`config.mk`:
```
export PLATFORM = sky130hd
export DESIGN_NAME = pulseNormalizer
export DESIGN_NICKNAME = d
export VERILOG_FILES = /design/src/rtl/pulseNormPkg.sv /design/src/rtl/normControl.sv /design/src/rtl/divStage.sv /design/src/rtl/normDatapath.sv /design/src/rtl/pulseNormalizer.sv
export SDC_FILE = /design/constraint.sdc
export NUM_CORES = 1
export LEC_CHECK = 0
export ABC_CLOCK_PERIOD_IN_PS = 2750
export BUFFER_PORTS_ARGS = -buffer_cell sky130_fd_sc_hd__buf_4
export CORE_ASPECT_RATIO = 0.7
export CORE_MARGIN = 2
export CORE_UTILIZATION = 30
export CTS_CLUSTER_DIAMETER = 40
export DETAILED_ROUTE_END_ITERATION = 16
export GPL_TIMING_DRIVEN = 0
export HOLD_SLACK_MARGIN = 0.08
export SLEW_MARGIN = 20
export SYNTH_ARGS = -nofsm -noshare
export SYNTH_HDL_FRONTEND = slang
export SYNTH_SLANG_ARGS = --single-unit
```
`constraint.sdc`:
```
create_clock -name clk -period 2.75 [get_ports clk]
set_clock_uncertainty 0.15 [all_clocks]
set_input_delay 0.275 -clock clk [delete_from_list [all_inputs] [get_ports clk]]
set_output_delay 0.275 -clock clk [all_outputs]
set_load 0.1 [all_outputs]
```
`src/rtl/pulseNormPkg.sv`:
```
package pulseNormPkg;

  // Strobes from the control to the datapath.
  typedef struct packed {
    logic loadHist;   // capture this cycle's height as history
    logic launch;     // start a division in the pipeline
  } normCtrl_t;

endpackage

```
`src/rtl/normControl.sv`:
```
module normControl
  import pulseNormPkg::*;
#(
  parameter int LAT_STAGES = 16
) (
  input  logic      clk,
  input  logic      rstN,
  input  logic      inValid,
  output normCtrl_t ctrlS,
  output logic      outValid
);

  logic                  primed;
  logic [LAT_STAGES:0]   validPipe;

  always_comb begin
    ctrlS.loadHist = inValid;
    ctrlS.launch   = inValid && primed;
  end

  always_ff @(posedge clk or negedge rstN) begin
    if (!rstN) begin
      primed    <= 1'b0;
      validPipe <= '0;
    end else begin
      primed    <= inValid;   // a gap drops the history
      validPipe <= {validPipe[LAT_STAGES-1:0], ctrlS.launch};
    end
  end

  assign outValid = validPipe[LAT_STAGES];

endmodule

```
`src/rtl/divStage.sv`:
```
module divStage #(
  parameter int DATA_W = 16,
  parameter int Q_W    = 16
) (
  input  logic              clk,
  input  logic [DATA_W-1:0] remIn,
  input  logic [Q_W-1:0]    nLowIn,
  input  logic [Q_W-1:0]    quoIn,
  input  logic [DATA_W-1:0] divIn,
  input  logic              satIn,
  input  logic              zeroIn,
  output logic [DATA_W-1:0] remOut,
  output logic [Q_W-1:0]    nLowOut,
  output logic [Q_W-1:0]    quoOut,
  output logic [DATA_W-1:0] divOut,
  output logic              satOut,
  output logic              zeroOut
);

  logic [DATA_W:0]   remShift;
  logic              fits;
  logic [DATA_W-1:0] remNext;

  always_comb begin
    remShift = {remIn, nLowIn[Q_W-1]};
    fits     = remShift >= {1'b0, divIn};
    remNext  = fits ? DATA_W'(remShift - {1'b0, divIn}) : remShift[DATA_W-1:0];
  end

  always_ff @(posedge clk) begin
    remOut  <= remNext;
    nLowOut <= {nLowIn[Q_W-2:0], 1'b0};
    quoOut  <= {quoIn[Q_W-2:0], fits};
    divOut  <= divIn;
    satOut  <= satIn;
    zeroOut <= zeroIn;
  end

endmodule

```
`src/rtl/normDatapath.sv`:
```
module normDatapath
  import pulseNormPkg::*;
#(
  parameter int DATA_W = 16,
  parameter int FRAC_W = 14
) (
  input  logic              clk,
  input  normCtrl_t         ctrlS,
  input  logic [DATA_W-1:0] peakIn,
  input  logic [DATA_W-1:0] baseIn,
  output logic [DATA_W-1:0] ratioRaw,
  output logic              errRaw
);

  localparam int SHIFT = DATA_W - FRAC_W;   // integer bits of the ratio, at least 1
  localparam int Q_W   = DATA_W;
  localparam int NUM_W = DATA_W + FRAC_W;

  logic [DATA_W:0]     diff;
  logic [DATA_W-1:0]   amp;
  logic [DATA_W-1:0]   histAmp;
  logic [NUM_W-1:0]    numer;
  logic                zeroDiv;
  logic                satDiv;

  logic [DATA_W-1:0] remS  [0:Q_W];
  logic [Q_W-1:0]    nLowS [0:Q_W];
  logic [Q_W-1:0]    quoS  [0:Q_W];
  logic [DATA_W-1:0] divS  [0:Q_W];
  logic              satS  [0:Q_W];
  logic              zeroS [0:Q_W];

  always_comb begin
    diff    = {peakIn[DATA_W-1], peakIn} - {baseIn[DATA_W-1], baseIn};
    amp     = diff[DATA_W] ? '0 : diff[DATA_W-1:0];
    numer   = {amp, {FRAC_W{1'b0}}};
    zeroDiv = (histAmp == '0);
    satDiv  = !zeroDiv &&
              ({{SHIFT{1'b0}}, amp} >= {histAmp, {SHIFT{1'b0}}});
  end

  always_ff @(posedge clk) begin
    if (ctrlS.loadHist) histAmp <= amp;
    if (ctrlS.launch) begin
      remS[0]  <= {{SHIFT{1'b0}}, numer[NUM_W-1:Q_W]};
      nLowS[0] <= numer[Q_W-1:0];
      quoS[0]  <= '0;
      divS[0]  <= histAmp;
      satS[0]  <= satDiv;
      zeroS[0] <= zeroDiv;
    end
  end

  for (genvar g = 0; g < Q_W; g++) begin : gStage
    divStage #(.DATA_W(DATA_W), .Q_W(Q_W)) u_stage (
      .clk    (clk),
      .remIn  (remS[g]),
      .nLowIn (nLowS[g]),
      .quoIn  (quoS[g]),
      .divIn  (divS[g]),
      .satIn  (satS[g]),
      .zeroIn (zeroS[g]),
      .remOut (remS[g+1]),
      .nLowOut(nLowS[g+1]),
      .quoOut (quoS[g+1]),
      .divOut (divS[g+1]),
      .satOut (satS[g+1]),
      .zeroOut(zeroS[g+1])
    );
  end

  assign ratioRaw = (satS[Q_W] || zeroS[Q_W]) ? '1 : quoS[Q_W];
  assign errRaw   = zeroS[Q_W];

endmodule

```
`src/rtl/pulseNormalizer.sv`:
```
module pulseNormalizer
  import pulseNormPkg::*;
#(
  parameter int DATA_W = 16,
  parameter int FRAC_W = 14
) (
  input  logic              clk,
  input  logic              rstN,
  input  logic              inValid,
  input  logic [DATA_W-1:0] peakIn,
  input  logic [DATA_W-1:0] baseIn,
  output logic              outValid,
  output logic [DATA_W-1:0] ratioOut,
  output logic              divErr
);

  normCtrl_t         ctrlS;
  logic              pipeValid;
  logic [DATA_W-1:0] ratioRaw;
  logic              errRaw;

  normControl #(.LAT_STAGES(DATA_W)) u_ctrl (
    .clk     (clk),
    .rstN    (rstN),
    .inValid (inValid),
    .ctrlS   (ctrlS),
    .outValid(pipeValid)
  );

  normDatapath #(.DATA_W(DATA_W), .FRAC_W(FRAC_W)) u_dp (
    .clk     (clk),
    .ctrlS   (ctrlS),
    .peakIn  (peakIn),
    .baseIn  (baseIn),
    .ratioRaw(ratioRaw),
    .errRaw  (errRaw)
  );

  assign outValid = pipeValid;
  assign ratioOut = pipeValid ? ratioRaw : '0;
  assign divErr   = pipeValid && errRaw;

endmodule

```
==> results of run 1 <==
[synth_stat cells, types with 10 or more instances]
| library cell | number |
|---|---|
| mux2_4 | 14 |
| nor2b_1 | 33 |
| o211ai_1 | 13 |
| o31ai_1 | 13 |
| o21a_1 | 85 |
| nand4_1 | 31 |
| and3_1 | 10 |
| nor4_1 | 16 |
| clkbuf_1 | 26 |
| xnor2_1 | 107 |
| a21o_1 | 51 |
| a31oi_1 | 26 |
| nor3_1 | 46 |
| nor2_1 | 193 |
| inv_1 | 361 |
| mux2i_1 | 16 |
| or3_1 | 10 |
| fa_1 | 16 |
| a21oi_1 | 193 |
| mux2_2 | 124 |
| or2_2 | 15 |
| nand2b_1 | 26 |
| nand3b_1 | 14 |
| o41ai_1 | 10 |
| and2_1 | 13 |
| ha_1 | 284 |
| o21ai_0 | 160 |
| dfxtp_1 | 649 |
| buf_2 | 14 |
| o31a_1 | 21 |
| a2111oi_0 | 10 |
| edfxtp_1 | 50 |
| a211oi_1 | 37 |
| nand3_1 | 55 |
| dfrtp_1 | 18 |
| xor2_1 | 50 |
| nand2_1 | 157 |
| o21bai_1 | 14 |
[power breakdown]
part,switching [mW],leakage [nW],internal [mW]
combinational,12.2,9.55,11.7
clock,4.80,1.58,7.51
sequential,1.57,6.18,13.6
total,18.6,17.3,32.8
[layer usage]
metal | global-route usage [%] | part of all wire (%)
met1 | 21.52 | 54
met3 | 3.069 | 6.1
met2 | 17.24 | 37
met4 | 3.596 | 1.9
met5 | 0 | 0
[what timing repair did]
item | in CTS | in global routing
hold buffers | 5 | 1
resized for setup | 136 | 253
endpoints found under the setup margin | 228 | 215
gates cloned | 2 | 5
endpoints found under the hold margin | 38 | 1
pin swaps | 49 | 88
buffers inserted | 45 | 62
[final cells by class]
cell class / count / area [µm²] / area share [%]
repair buffers: 173 / 1510 / 3.795
well taps: 1414 / 1769 / 4.445
flip-flops and latches: 717 / 14970 / 37.62
inverters: 361 / 1371 / 3.446
multi-input cells: 1999 / 16570 / 41.64
clock inverters: 54 / 626.9 / 1.575
plain buffers: 39 / 394.1 / 0.9903
clock buffers: 116 / 2585 / 6.495
[worst paths after layout]
check / from / endpoint / slack (ns) / cells after the start
setup / recovery: peakIn[0] / u_dp.satS[16] / -0.23 / 20
hold / removal: peakIn[13] / u_dp.histAmp[13] / 0.13 / 4
setup reg to reg: u_dp.divS[259] / u_dp.gStage[0].u_stage.remOut[12] / -0.01 / 9
hold reg to reg: u_dp.gStage[6].u_stage.quoOut[5] / u_dp.gStage[7].u_stage.quoOut[6] / 0.15 / 0
max in group asynchronous: rstN / u_ctrl.validPipe[16] / 1.82 / 4
min in group asynchronous: rstN / u_ctrl.validPipe[0] / 0.44 / 4
[logic make-up after synthesis]
group	synth area share (%)
adders and majority gates	12.19
xor gates and xnor gates	4.329
and+or+nand+nor	9.555
buffers and inverters	5.274
AOI/OAI and AO/OA	16.01
muxes	5.597
DFF	47.04
[state kept, by name (all words and copies together), names as in the netlist, 2 cells and up]
name	flops
u_dp.histAmp	16
u_dp.gStage.u_stage.satOut	16
u_dp.nLowS	2
u_ctrl.validPipe	17
u_dp.divS	16
u_dp.gStage.u_stage.zeroOut	16
u_dp.remS	14
u_dp.gStage.u_stage.remOut	240
u_dp.gStage.u_stage.quoOut	136
u_dp.gStage.u_stage.divOut	240
[critical path: cells and delay by family]
family                     cells  cell delay (ns)
AOI/OAI and AO/OA             10             1.47
adders and majority gates      3             0.82
buffers and inverters          5             0.48
and+or+nand+nor                2             0.18
==> flow_summary_export.csv, run 1 <==
group,metric,value,unit
floorplanning,die_h,276.3,µm
critical_path,max_stage_delay,0.38,ns
critical_path,end_kind,"register",
routing,drt_pass1_iterations,5,
synth,synth_top_area_share,40.90,%
cells_and_area,mostFrequentLayoutCells,"dfxtp_1 (628), inv_1 (355), ha_1 (236), nor2_1 (182), a21oi_1 (164)",
grt,overflow,0,
outcome,violations,"negative setup slack",
timing,hold_ws,0.1348,ns
timing,fin_ws,-0.2255,ns
critical_path,cp_cell_sequence,"buf_8, inv_12, ha_4, inv_2, fa_2, a211oi_4, o21ai_2, a41oi_2, o211ai_1, o31ai_4, buf_6, buf_4, nor3_4, ha_1, o21ai_1, a21oi_1, o21ai_1, nand2b_1, a21oi_2, o22ai_2",
placement,io_buffers,52,
grt,grt_max_degree,32,
critical_path,path_max_fanout,5,
routing,vias,22970,
timing,relSlewSlack,51.78,%
synth,synth_area_leader_cell,"dfxtp_1",
timing,worst-slew-pin-transition,0.7132,ns
floorplanning,start_util,30.39,%
placement,hpwlAfterDp,54620,µm
cells_and_area,syn_to_final_growth,25.28,%
floorplanning,pin_count,53,
timing,max_freq,336.1,MHz
timing,drv_slew,0,
critical_path,worstSetupStartpointType,"input pin",
cells_and_area,final_common_cell,"dfxtp_1",
clocking,root_buffer,"clkbuf_16",
critical_path,critical_path_class,"in -> reg",
placement,dp_slack,-1.329,ns
floorplanning,die_w,392.9,µm
synth,synth_area_per_cell,10.14,µm²
synth,synth_ff_type,"dfxtp_1",
timing,min_period,2.975,ns
placement,dp_cells,4599,
synth,yosys_warnings,0,
grt,grt_pass1_wl,117200,µm
cells_and_area,fin_util,38.07,%
cells_and_area,drive_gt1_share,22.17,%
run,maxCapViolCount,0,
outcome,status,"finished with violations",
placement,placed_area,34020,µm²
cells_and_area,final_nets,3718,
synth,synth_area,31770,µm²
clocking,path_clk_slew,0.06,ns
timing,fin_tns_setup,-0.2388,ns
critical_path,arrival,3.23,ns
timing,rsz0062_at_grt,"true",
routing,drt_wl_total,75360,µm
clocking,cts_tree,"yes",
floorplanning,std_cell_rows,99,
cells_and_area,fillerInstances,10210,
synth,ys_ff_latch,717,
grt,grt_pass1_vias,21550,
pwr,powerDensity,1290,nW/µm²
pwr,peakVddDrop,0.6135,mV
placement,place.gp.congestion,0.8693,
floorplanning,core_region_area,104500,µm²
clocking,clkSinkCount,717,
worst_hold_path,hp-class,"in -> reg",
timing,setup_viol,2,
critical_path,cp_data_required_time,3.00,ns
synth,async_reset_ff_share,2.510,%
pwr,p_leak,17.31,nW
synth,synth_edf_count,50,
routing,drt_first_iter_violations,1474,
timing,min_period_over_period,108.2,%
cells_and_area,fin_area,39800,µm²
routing,ant_nets,0,
routing,via_per_inst,4.714,
clocking,numCtsBuffers,92,
synth,yosys-top-cells-area,"dfxtp_1 (41%), ha_1 (11%), edfxtp_1 (4.7%), mux2_2 (4.4%), inv_1 (4.3%)",
clocking,htree_num_levels,3,
critical_path,crit_top_cell,"o21ai_1",
clocking,cts_buffer_depth,3,
synth,ys_types,91,
synth,syn-num-nets,3467,
routing,routedWlPerCell,15.47,µm
synth,syn-instance-count,3132,
clocking,clk-insertion-delay-late,0.67,ns
pwr,power,51.34,mW
critical_path,cp_slowest_cell,"fa_2",
grt,track_usage,13.39,%
grt,antenna_found_initial,0,
timing,hold_violations,0,
synth,seq_area_frac_synth,47.04,%
floorplanning,dieArea,108600,µm²
routing,drcViolationCount,0,
cells_and_area,instances_no_fill,4873,
cells_and_area,num_antenna_cells,0,
(Power assumes the default switching activity.)
==> run 2: changes to the inputs <==
--- a/config.mk
+++ b/config.mk
@@ -17,4 +17,5 @@
 export SLEW_MARGIN = 20
 export SYNTH_ARGS = -nofsm -noshare
 export SYNTH_HDL_FRONTEND = slang
+export SYNTH_HIERARCHICAL = 1
 export SYNTH_SLANG_ARGS = --single-unit
==> flow_summary_export.csv, run 2 <==
group,metric,value,unit
critical_path,critical_path_class,"in -> reg",
synth,syn-instance-count,3475,
critical_path,max_stage_delay,0.50,ns
critical_path,critPathLaunch,"baseIn[8]",
placement,dp_cells,5179,
clocking,clk-insertion-delay-late,0.70,ns
clocking,root_buffer,"clkbuf_16",
routing,routedWlPerCell,15.13,µm
timing,min_period,3.076,ns
timing,min_period_over_period,111.9,%
worst_hold_path,hold_start,"peakIn[8]",
floorplanning,die_h,297.6,µm
critical_path,cp_slowest_cell,"or4_4",
floorplanning,std_cell_rows,107,
timing,drv_slew,0,
floorplanning,core_region_area,122000,µm²
floorplanning,start_util,30.28,%
routing,drt_pass1_iterations,5,
critical_path,cp_top_family,"simple AND/OR/NAND/NOR gates",
synth,synth_area,36940,µm²
cells_and_area,drive_gt1_share,25.72,%
cells_and_area,fillerInstances,11720,
worst_hold_path,hp-class,"in -> reg",
placement,place.gp.congestion,0.8990,
clocking,clkSinkCount,836,
timing,relSlewSlack,45.58,%
grt,antenna_found_initial,2,
critical_path,arrival,3.46,ns
outcome,violations,"negative setup slack",
critical_path,end_kind,"register",
floorplanning,pin_count,53,
timing,max_freq,325.1,MHz
routing,drcViolationCount,0,
synth,yosys_warnings,6,
grt,grt_pass1_vias,24510,
pwr,peakVddDrop,0.6259,mV
routing,vias,26050,
pwr,power,58.82,mW
cells_and_area,fin_area,46440,µm²
grt,grt_max_degree,25,
timing,rsz0062_at_grt,"true",
cells_and_area,final_common_cell,"dfxtp_1",
clocking,path_clk_slew,0.06,ns
pwr,p_leak,20.35,nW
critical_path,crit_buf_inv,2,
clocking,htree_num_levels,3,
clocking,cts_buffer_depth,3,
critical_path,worstSetupStartpointType,"input pin",
timing,fin_tns_setup,-0.4213,ns
timing,worst-slew-pin-transition,0.8136,ns
clocking,numCtsBuffers,106,
cells_and_area,instances_no_fill,5537,
cells_and_area,fin_util,38.07,%
cells_and_area,final_nets,4147,
clocking,cts_tree,"yes",
floorplanning,dieArea,126000,µm²
critical_path,cp_cell_sequence,"buf_4, inv_1, ha_4, a21oi_4, or3b_4, nor3_4, o21ai_2, a21boi_2, mux2i_2, ha_1, nand3_2, or4_4, or3_4, a31oi_4, o21ba_1",
timing,fin_ws,-0.3263,ns
critical_path,cp_data_required_time,3.14,ns
routing,drt_wl_total,83770,µm
grt,grt_pass1_wl,132600,µm
synth,synth_area_per_cell,10.63,µm²
critical_path,path_max_fanout,5,
timing,setup_viol,10,
routing,via_per_inst,4.705,
grt,overflow,0,
critical_path,reg2reg_from,"u_dp/remS[261]",
cells_and_area,reg_top3,"u_dp/gStage.u_stage/divOut (240), u_dp/gStage.u_stage/remOut (240), u_dp/gStage.u_stage/quoOut (136)",
placement,dp_slack,-1.327,ns
cells_and_area,mostFrequentLayoutCells,"dfxtp_1 (740), inv_1 (375), ha_1 (219), buf_4 (202), nor2_1 (169)",
timing,hold_violations,0,
grt,track_usage,12.91,%
routing,drt_first_iter_violations,1794,
pwr,powerDensity,1267,nW/µm²
placement,placed_area,39560,µm²
placement,hpwlAfterDp,61410,µm
run,maxCapViolCount,0,
floorplanning,die_w,423.4,µm
outcome,status,"finished with violations",
routing,ant_nets,0,
cells_and_area,syn_to_final_growth,25.72,%
timing,hold_ws,0.1357,ns
placement,io_buffers,52,
-- run 2: layer usage --
layer	vias up	global-route usage (%)	routed length, µm	part of all wire, %
li1	13020	-	-	-
met1	12260	20.42	44940	54
met2	654	16.81	31520	38
met5	-	0	0	0
met4	0	2.949	1271	1.5
met3	113	3.466	6036	7.2
-- run 2: repair_timing --
| item | in CTS | in global routing |
|---|---|---|
| hold buffers | 7 | 0 |
| endpoints found under the hold margin | 54 | 0 |
| pin swaps | 81 | 98 |
| cloned | 2 | 1 |
| resized for setup | 200 | 175 |
| setup buffers | 103 | 61 |
| endpoints found under the setup margin | 231 | 219 |
-- run 2: worst paths after layout --
path,end,cells past startpoint,slack (ns)
worst max-delay path,u_dp/satS[16],15,-0.33
worst min-delay path,u_dp/histAmp[8],4,0.14
worst max register to register,u_dp/gStage[0].u_stage/remOut[11],8,-0.04
worst min register to register,u_dp/gStage[8].u_stage/quoOut[8],0,0.15
max in group asynchronous,u_ctrl/validPipe[14],3,1.25
min in group asynchronous,u_ctrl/validPipe[3],3,0.69
-- run 2: cell type report --
class,count,area [µm²],share of cell area (%)
diodes,2,5.005,0.01078
plain buffers,57,561.8,1.210
clock buffers,128,2929,6.308
clock inverters,70,873.3,1.881
inverters,390,1484,3.196
multi-input cells,2194,19170,41.28
flip-flops and latches,836,17360,37.39
well taps,1635,2046,4.405
repair buffers,225,2002,4.311
-- run 2: tightest hold or removal path: cells and delay by family --
| family | cells | cell delay, ns |
|---|---|---|
| adders and majority gates | 1 | 0.17 |
| xor gates and xnor gates | 1 | 0.15 |
| and+or+nand+nor | 1 | 0.11 |
| buffers and inverters | 1 | 0.10 |
-- run 2: power breakdown --
part	switching, mW	leakage (nW)	internal, mW
Sequential	1.63	7.19	15.4
Combinational	13.5	11.3	13.9
Clock	5.71	1.86	8.73
Total	20.8	20.3	38.0
